===== config.mk =====
export PLATFORM = sky130hd
export DESIGN_NAME = mdrx_wake_rx
export DESIGN_NICKNAME = d
export VERILOG_FILES = /design/src/rtl/mdrx_pkg.sv /design/src/rtl/mdrx_sampler.sv /design/src/rtl/mdrx_host_ctl.sv /design/src/rtl/mdrx_wake_rx.sv
export SDC_FILE = /design/constraint.sdc
export NUM_CORES = 1
export LEC_CHECK = 0
export BUFFER_PORTS_ARGS = -buffer_cell sky130_fd_sc_hd__buf_2
export CORE_AREA = 2 2 83 61
export DETAILED_ROUTE_END_ITERATION = 16
export DIE_AREA = 0 0 85 63
export GPL_ROUTABILITY_DRIVEN = 0
export GPL_TIMING_DRIVEN = 0
export MAX_ROUTING_LAYER = met4
export PLACE_DENSITY = 0.68
export SKIP_LAST_GASP = 1
export SYNTH_ARGS = -nofsm -noshare
export SYNTH_HDL_FRONTEND = slang
export SYNTH_SLANG_ARGS = --single-unit
export TNS_END_PERCENT = 50

===== constraint.sdc =====
create_clock -name clk -period 2.4 [get_ports clk]
set_clock_uncertainty 0.15 [all_clocks]
set_input_delay 0.6 -clock clk [delete_from_list [all_inputs] [get_ports clk]]
set_output_delay 0.6 -clock clk [all_outputs]
set_load 0.01 [all_outputs]

===== src/rtl/mdrx_pkg.sv =====
package mdrx_pkg;

    parameter int DATA_W  = 8;
    parameter int OSR_DEF = 16;

    typedef enum logic [1:0] {
        SM_IDLE,
        SM_START,
        SM_BITS
    } smp_state_e;

    typedef enum logic [1:0] {
        CK_BAD,
        CK_ADDR,
        CK_DATA
    } char_kind_e;

    typedef struct packed {
        logic [DATA_W-1:0] payload;
        logic              is_addr;
        logic              stop_ok;
    } rx_char_t;

    function automatic char_kind_e classify(rx_char_t c);
        if (!c.stop_ok) return CK_BAD;
        if (c.is_addr)  return CK_ADDR;
        return CK_DATA;
    endfunction

endpackage


===== src/rtl/mdrx_sampler.sv =====
module mdrx_sampler
    import mdrx_pkg::*;
#(
    parameter int OSR = OSR_DEF
) (
    input  logic     clk,
    input  logic     rst,
    input  logic     line_i,
    input  logic     tick_i,
    output rx_char_t char_o,
    output logic     done_o
);
    localparam int CNT_W = $clog2(OSR);
    localparam int IDX_W = $clog2(DATA_W + 2);
    localparam logic [CNT_W-1:0] HALF_LAST = CNT_W'(OSR / 2 - 1);
    localparam logic [CNT_W-1:0] FULL_LAST = CNT_W'(OSR - 1);
    localparam logic [IDX_W-1:0] STOP_IDX  = IDX_W'(DATA_W + 1);

    logic [1:0]       sync_q;
    logic             line_s;
    smp_state_e       state;
    logic [CNT_W-1:0] cnt;
    logic [IDX_W-1:0] idx;
    logic [DATA_W:0]  shreg;

    assign line_s = sync_q[1];

    always_ff @(posedge clk) begin
        if (rst) sync_q <= 2'b11;
        else     sync_q <= {sync_q[0], line_i};
    end

    always_ff @(posedge clk) begin
        if (rst) begin
            state  <= SM_IDLE;
            cnt    <= '0;
            idx    <= '0;
            shreg  <= '0;
            done_o <= 1'b0;
            char_o <= '0;
        end else begin
            done_o <= 1'b0;
            if (tick_i) begin
                unique case (state)
                    SM_IDLE: begin
                        if (!line_s) begin
                            state <= SM_START;
                            cnt   <= '0;
                        end
                    end
                    SM_START: begin
                        if (cnt == HALF_LAST) begin
                            cnt   <= '0;
                            idx   <= '0;
                            state <= line_s ? SM_IDLE : SM_BITS;
                        end else begin
                            cnt <= cnt + 1'b1;
                        end
                    end
                    SM_BITS: begin
                        if (cnt == FULL_LAST) begin
                            cnt <= '0;
                            if (idx == STOP_IDX) begin
                                done_o         <= 1'b1;
                                char_o.payload <= shreg[DATA_W-1:0];
                                char_o.is_addr <= shreg[DATA_W];
                                char_o.stop_ok <= line_s;
                                state          <= SM_IDLE;
                            end else begin
                                shreg <= {line_s, shreg[DATA_W:1]};
                                idx   <= idx + 1'b1;
                            end
                        end else begin
                            cnt <= cnt + 1'b1;
                        end
                    end
                    default: state <= SM_IDLE;
                endcase
            end
        end
    end

    assert_single_done_R1: assert property (@(posedge clk) disable iff (rst)
        done_o |=> !done_o);

    assert_start_confirm_R10: assert property (@(posedge clk) disable iff (rst)
        (state == SM_BITS && $past(state) == SM_START) |-> !$past(line_s));

endmodule


===== src/rtl/mdrx_host_ctl.sv =====
module mdrx_host_ctl
    import mdrx_pkg::*;
(
    input  logic              clk,
    input  logic              rst,
    input  rx_char_t          char_i,
    input  logic              done_i,
    input  logic              en_cmd,
    input  logic              dis_cmd,
    input  logic              irq_en,
    input  logic              addr_ack,
    input  logic              ferr_ack,
    output logic [DATA_W-1:0] addr_q,
    output logic              addr_flag,
    output logic              ferr_flag,
    output logic [DATA_W-1:0] data_q,
    output logic              valid,
    output logic              enabled,
    output logic              irq
);
    char_kind_e kind;

    assign kind = classify(char_i);
    assign irq  = addr_flag & irq_en;

    always_ff @(posedge clk) begin
        if (rst) begin
            addr_q    <= '0;
            addr_flag <= 1'b0;
            ferr_flag <= 1'b0;
            data_q    <= '0;
            valid     <= 1'b0;
            enabled   <= 1'b0;
        end else begin
            valid <= 1'b0;
            if (dis_cmd)     enabled <= 1'b0;
            else if (en_cmd) enabled <= 1'b1;
            if (addr_ack) addr_flag <= 1'b0;
            if (ferr_ack) ferr_flag <= 1'b0;
            if (done_i) begin
                unique case (kind)
                    CK_BAD:  ferr_flag <= 1'b1;
                    CK_ADDR: begin
                        addr_q    <= char_i.payload;
                        addr_flag <= 1'b1;
                    end
                    CK_DATA: begin
                        if (enabled) begin
                            data_q <= char_i.payload;
                            valid  <= 1'b1;
                        end
                    end
                    default: ;
                endcase
            end
        end
    end

    assert_valid_when_on_R5: assert property (@(posedge clk) disable iff (rst)
        valid |-> $past(enabled));

    assert_flag_cause_R2: assert property (@(posedge clk) disable iff (rst)
        $rose(addr_flag) |-> $past(done_i && kind == CK_ADDR));

    assert_flag_clear_R4: assert property (@(posedge clk) disable iff (rst)
        $fell(addr_flag) |-> $past(addr_ack));

    assert_ferr_cause_R7: assert property (@(posedge clk) disable iff (rst)
        $rose(ferr_flag) |-> $past(done_i && kind == CK_BAD));

    assert_addr_hold_R7: assert property (@(posedge clk) disable iff (rst)
        !$past(done_i) |-> $stable(addr_q));

    assert_disable_wins_R8: assert property (@(posedge clk) disable iff (rst)
        $past(dis_cmd) |-> !enabled);

endmodule


===== src/rtl/mdrx_wake_rx.sv =====
module mdrx_wake_rx
    import mdrx_pkg::*;
#(
    parameter int OSR = OSR_DEF
) (
    input  logic              clk,
    input  logic              rst,
    input  logic              rx_line,
    input  logic              os_tick,
    input  logic              rx_en_cmd,
    input  logic              rx_dis_cmd,
    input  logic              irq_en,
    input  logic              addr_ack,
    input  logic              ferr_ack,
    output logic [DATA_W-1:0] addr_q,
    output logic              addr_flag,
    output logic              ferr_flag,
    output logic [DATA_W-1:0] rx_data,
    output logic              rx_valid,
    output logic              rx_enabled,
    output logic              irq
);
    rx_char_t char_w;
    logic     done_w;

    mdrx_sampler #(.OSR(OSR)) sampler_i (
        .clk    (clk),
        .rst    (rst),
        .line_i (rx_line),
        .tick_i (os_tick),
        .char_o (char_w),
        .done_o (done_w)
    );

    mdrx_host_ctl ctl_i (
        .clk       (clk),
        .rst       (rst),
        .char_i    (char_w),
        .done_i    (done_w),
        .en_cmd    (rx_en_cmd),
        .dis_cmd   (rx_dis_cmd),
        .irq_en    (irq_en),
        .addr_ack  (addr_ack),
        .ferr_ack  (ferr_ack),
        .addr_q    (addr_q),
        .addr_flag (addr_flag),
        .ferr_flag (ferr_flag),
        .data_q    (rx_data),
        .valid     (rx_valid),
        .enabled   (rx_enabled),
        .irq       (irq)
    );

endmodule


Word level (Yosys, flattened, before mapping) --
Index checks and enable logic that the tools add are counted. W data, S select, Z words.
Cells by class: reductions and logical operators 14, mux-type cells 28, eq/ne operators 12, $mul 0, $add $sub $neg 2, shift operators 0, bitwise gates (word level) 7, $lt $le $gt $ge 0, div/mod/pow operators 0
Operators by type and width (number):
- $mux W4 | 6
- $mux W2 | 9
- $pmux W4 S3 | 1
- $mux W1 | 10
- $reduce_and A5 Y1 | 2
- $add A4 B1 Y4 const B | 2
- $eq A4 B4 Y1 const B | 2
- $pmux W4 S2 | 1
- $reduce_and A4 Y1 | 2
- $ne A2 B1 Y1 const B | 3
- $not A1 Y1 | 6
- $pmux W2 S3 | 1
- $reduce_and A3 Y1 | 2
- $eq A2 B1 Y1 const B | 2
- $eq A2 B2 Y1 const B | 2
- $eq A4 B3 Y1 const B | 1
- $logic_not A2 Y1 | 2
- $ne A2 B2 Y1 const B | 2
- $reduce_or A4 Y1 | 1
- $reduce_bool A3 Y1 | 1
- $reduce_or A3 Y1 | 1
- $reduce_and A2 Y1 | 1
- $reduce_bool A2 Y1 | 1
- $reduce_or A2 Y1 | 1
- $and A1 B1 Y1 | 1
Word-level totals: bits in latches 0, bits in writable memories 0, bits in read-only memories 0, register bits 52, input bits 9, memories 0, word-level logic and storage cells 78, output and inout port bits 21

Longest topological paths before layout --
word-level depth 7, depth in mapped cells 8, depth with buffers taken out 6

By module --
From an unflattened synthesis, not the netlist that was laid out.
Unflattened totals: cells, all modules 229, area, all modules 2259.7 µm²
Modules (own cells, without submodules):
- mdrx_sampler | area each 1421.4 µm², seq. area each 640.6 µm², cells an instance 151, instances 1
- mdrx_host_ctl | area each 838.3 µm², seq. area each 400.4 µm², cells an instance 78, instances 1

Least setup slack after synthesis --
No wires, ideal clock.
path type register -> register, start point register sampler_i.state[0], end point register sampler_i.idx[1], setup time 0.087 ns, stages on the path, launching flop included 8, clock period less this slack 2.051 ns, data required time 2.163 ns, path slack 0.349 ns, buffers on the path 1, arrival time 1.814 ns, cells stage by stage dfxtp_1 -> inv_1 -> ha_1 -> buf_6 -> or3b_1 -> a21o_1 -> or4_1 -> o31ai_1
On the way: longest elaborated chain between the ends 3, elaborated cells between the ends (all ways) 8, those cells by class eq/ne (5); mux (1); reduce/logical (2)
Ends and longest elaborated chain:
- from (decl) | line mdrx_sampler.sv:21 | smp_state_e state;
- from (signal assigned) | line mdrx_sampler.sv:55 | state <= line_s ? SM_IDLE : SM_BITS;
- $eq A2 B2 Y1 / $eq A2 B1 Y1 (equally long branches) | line mdrx_sampler.sv:44 | unique case (state)
- $ne A2 B1 Y1 (no line) (tied with other cells)
- $reduce_and A5 Y1 (no line)
- to (signal assigned) | line mdrx_sampler.sv:71 | idx <= idx + 1'b1;
- to (decl) | line mdrx_sampler.sv:23 | logic [IDX_W-1:0] idx;
Parallel ways exist; a longest one is shown, timed or not. A chain may end at the register's enable or synchronous reset.

Worst setup path in the final report --
Ends and elaborated chain as after synthesis.

==> summary.md <==
| Metric | Value |
|---|---|
| Max-Cap Viols | 0 |
| Worst skew pair latency | 300 ps |
| TritonCTS Sinks | 52 |
| Initial antenna violation count | 0 |
| Worst vdd ir | 0.329 mV |
| Root buffer cell | clkbuf_8 |
| Clock tree from TritonCTS | built |
| Final setup fails | 0 |
| Area of the core | 4600 µm² |
| Global route overflow | 0 |
| Syn. warnings | 0 |
| Die Area | 5360 µm² |
| Filler cells | 415 |
| NumNets Final | 285 |
| Antenna fix cells | 0 |
| Initial core utilization | 45.7% |
| Die Wd | 85 µm |
| Final wirelength | 4.10 mm |
| Worst Reg-to-Reg Cells | 7 |
| Critical R2R Capture | sampler_i.idx[1] |
| Synth Register Bits | 52 |
| Post-placement cell count | 318 |
| Sequential element share of the synthesized area | 49.5% |
| First-pass GRT wire length | 6.98 mm |
| RSZ-0062 raised after global routing | no |
| Crit-path max FO | 10 |
| Leading area contributor after synthesis | dfxtp_1 |
| Final period util | 92.9% |
| Synth Instances | 233 |
| DRT antenna net count | 0 |
| Fmax | 0.448 GHz |
| Predominant post-synthesis flop cell | dfxtp_1 |
| Worst Hold Path EP | sampler_i.sync_q[1] |
| Drt drc | 0 |
| Cell Rows | 21 |
| Slew Limit Headroom | 64.9% |
| CTS clock-pin slew for the worst setup and hold paths | 80 ps |
| Final setup TNS | 0 ps |
| Status | complete, no violations |
| # hold bufs at CTS | 0 |
| I/O pin count | 30 |
| Synth cell types | 34 |
| First-pass DRT Iterations | 4 |
| Syn avg cell area | 9.02 µm² |
| Setup crit end kind | flip-flop |
| Setup Buffers After CTS | 0 |
| Post-Syn Area | 2100 µm² |
| Number of global-route vias before repair | 1,491 |
| Post-Layout Cell Count | 325 |
| Worst-Margin Slew | 526 ps |
| Largest net degree at the start of global routing | 15 |
| Hold WC Path Type | reg -> reg |
| CP Class | reg -> reg |
| Gr usage total | 16.9% |
| Async S/R FF share, synth | 0% |
| Via Count | 1,640 |
| Critical R2R Launch | sampler_i.state[0] |
| Hold path startpoint | sampler_i.sync_q[0] |
| Slew Limit Fails | 0 |
| Power Dens Cells | 597 nW/µm² |
| Final Hold Viols | 0 |
| Most numerous cell in the Yosys netlist | dfxtp_1 |
| Synth top area share | 49.5% |
| WL per Instance | 12.6 µm |
| Arr. time, crit path | 2290 ps |
| Flop2flop setup slack | 170 ps |
| Crit path launch type | flip-flop |
| Maximum clock insertion buffer count | 2 |
| Synth-to-layout area growth | 14.6% |
| CTS Buf Count | 5 |
| Buffers on Ports | 28 |
| Htree depth | 2 |
| Fin crit period | 2230 ps |
| Critical Path RT | 2460 ps |
| Share of cells above drive strength 1 | 15.7% |
| Vias per cell | 5.05 |
| Post-synth EDFFs | 0 |
| 1st-iter DRT viols | 115 |
| Top area cells in the synthesized netlist | dfxtp_1 (50%), mux2i_1 (10%), nand2_1 (7.1%) |
| Post_cts resized | 0 |
| Syn Nets | 250 |
| Hold Crit Depth | 1 |
| Post-DP HPWL | 2.94 mm |
| Chip height | 63 µm |
| Lkg Pwr | 0.900 nW |
| Top cells by instance count after synthesis | dfxtp_1 (52), nand2_1 (40), nor2_1 (26) |
cell type report:
| cell class | instances | area (µm²) | area share, % |
|---|---|---|---|
| plain buffers | 11 | 51.3 | 2.13 |
| multi-input cells | 164 | 987 | 41.0 |
| clock buffers | 7 | 96.3 | 4.00 |
| repair buffers | 28 | 140 | 5.82 |
| inverters | 6 | 22.5 | 0.935 |
| flip-flops and latches | 52 | 1040 | 43.2 |
| well taps | 57 | 71.3 | 2.96 |
power breakdown:
group	total, mW	switching (mW)	internal [mW]
logic	0.0464	0.0296	0.0168
clock network	0.523	0.266	0.257
registers	0.869	0.00371	0.865
total	1.44	0.300	1.14
worst max-delay path by stage:
| stage | from | endpoint | slack, ps |
|---|---|---|---|
| 2_1_floorplan | sampler_i.state[0] | sampler_i.idx[1] | 350 |
| 3_3_place_gp | sampler_i.state[0] | sampler_i.idx[1] | 240 |
| 3_5_place_dp | sampler_i.state[0] | sampler_i.idx[1] | 220 |
| 4_1_cts | sampler_i.state[0] | sampler_i.idx[1] | 180 |
| 5_1_grt | sampler_i.state[0] | sampler_i.idx[1] | 60 |
| 6_report | sampler_i.state[0] | sampler_i.idx[1] | 170 |
per-layer routing:
metal | part of all wire (%) | global-route usage (%) | vias to the layer above | wire length, µm
li1 | - | - | 862 | -
met1 | 56 | 23.9 | 743 | 2280
met2 | 38 | 23.1 | 31 | 1570
met3 | 5.2 | 4.10 | 4 | 213
met4 | 1.0 | 6.55 | 0 | 41
met5 | 0 | - | - | 0
stage by stage:
step	hold WS (ps)	setup WS, ps	util, %	power (mW)	instance area, µm²
5_1_grt	280	58.1	52.4	1.49	2410
6_report	267	169	52.4	1.44	2410
3_5_place_dp	250	218	50.3	0.936	2310
3_3_place_gp	241	237	50.3	0.936	2310
4_1_cts	271	179	52.4	1.46	2410
2_1_floorplan	239	349	-	0.919	2100
registers in the layout (all words and copies together) (netlist names):
signal,count
sampler_i.cnt,4
sampler_i.state,2
sampler_i.sync_q,2
ctl_i.addr_q,8
sampler_i.idx,4
ctl_i.addr_flag,1
sampler_i.done_o,1
ctl_i.valid,1
ctl_i.ferr_flag,1
sampler_i.shreg,9
ctl_i.data_q,8
sampler_i.char_o,10
ctl_i.enabled,1
worst max-delay path: stages (launching register included):
cell	delay, ps
dfxtp_1	400
inv_1	100
ha_1	210
buf_6	140
or3b_1	350
a21o_1	230
or4_1	470
o31ai_1	80
kinds of logic (layout without fill, tap and decap cells):
| kind of cell | Yosys count | in the layout | synth area share (%) |
|---|---|---|---|
| and+or+nand+nor | 99 | 99 | 22.3 |
| DFF | 52 | 52 | 49.5 |
| AOI/OAI and AO/OA | 35 | 35 | 9.41 |
| muxes | 22 | 22 | 10.5 |
| buffers and inverters | 17 | 52 | 3.51 |
| adders and majority gates | 8 | 8 | 4.76 |
cell usage in the layout (no fill, tap or decap), drive strengths merged, types with 3 or more instances in the layout:
master / n
nand3: 3
inv: 6
ha: 8
nor2: 26
or2: 3
nor3: 3
buf: 31
nand2b: 3
nand2: 40
o21ai: 4
dfxtp: 52
nand3b: 5
mux2i: 22
clkbuf: 15
a31oi: 3
a21oi: 22
(Power assumes the default switching activity.)
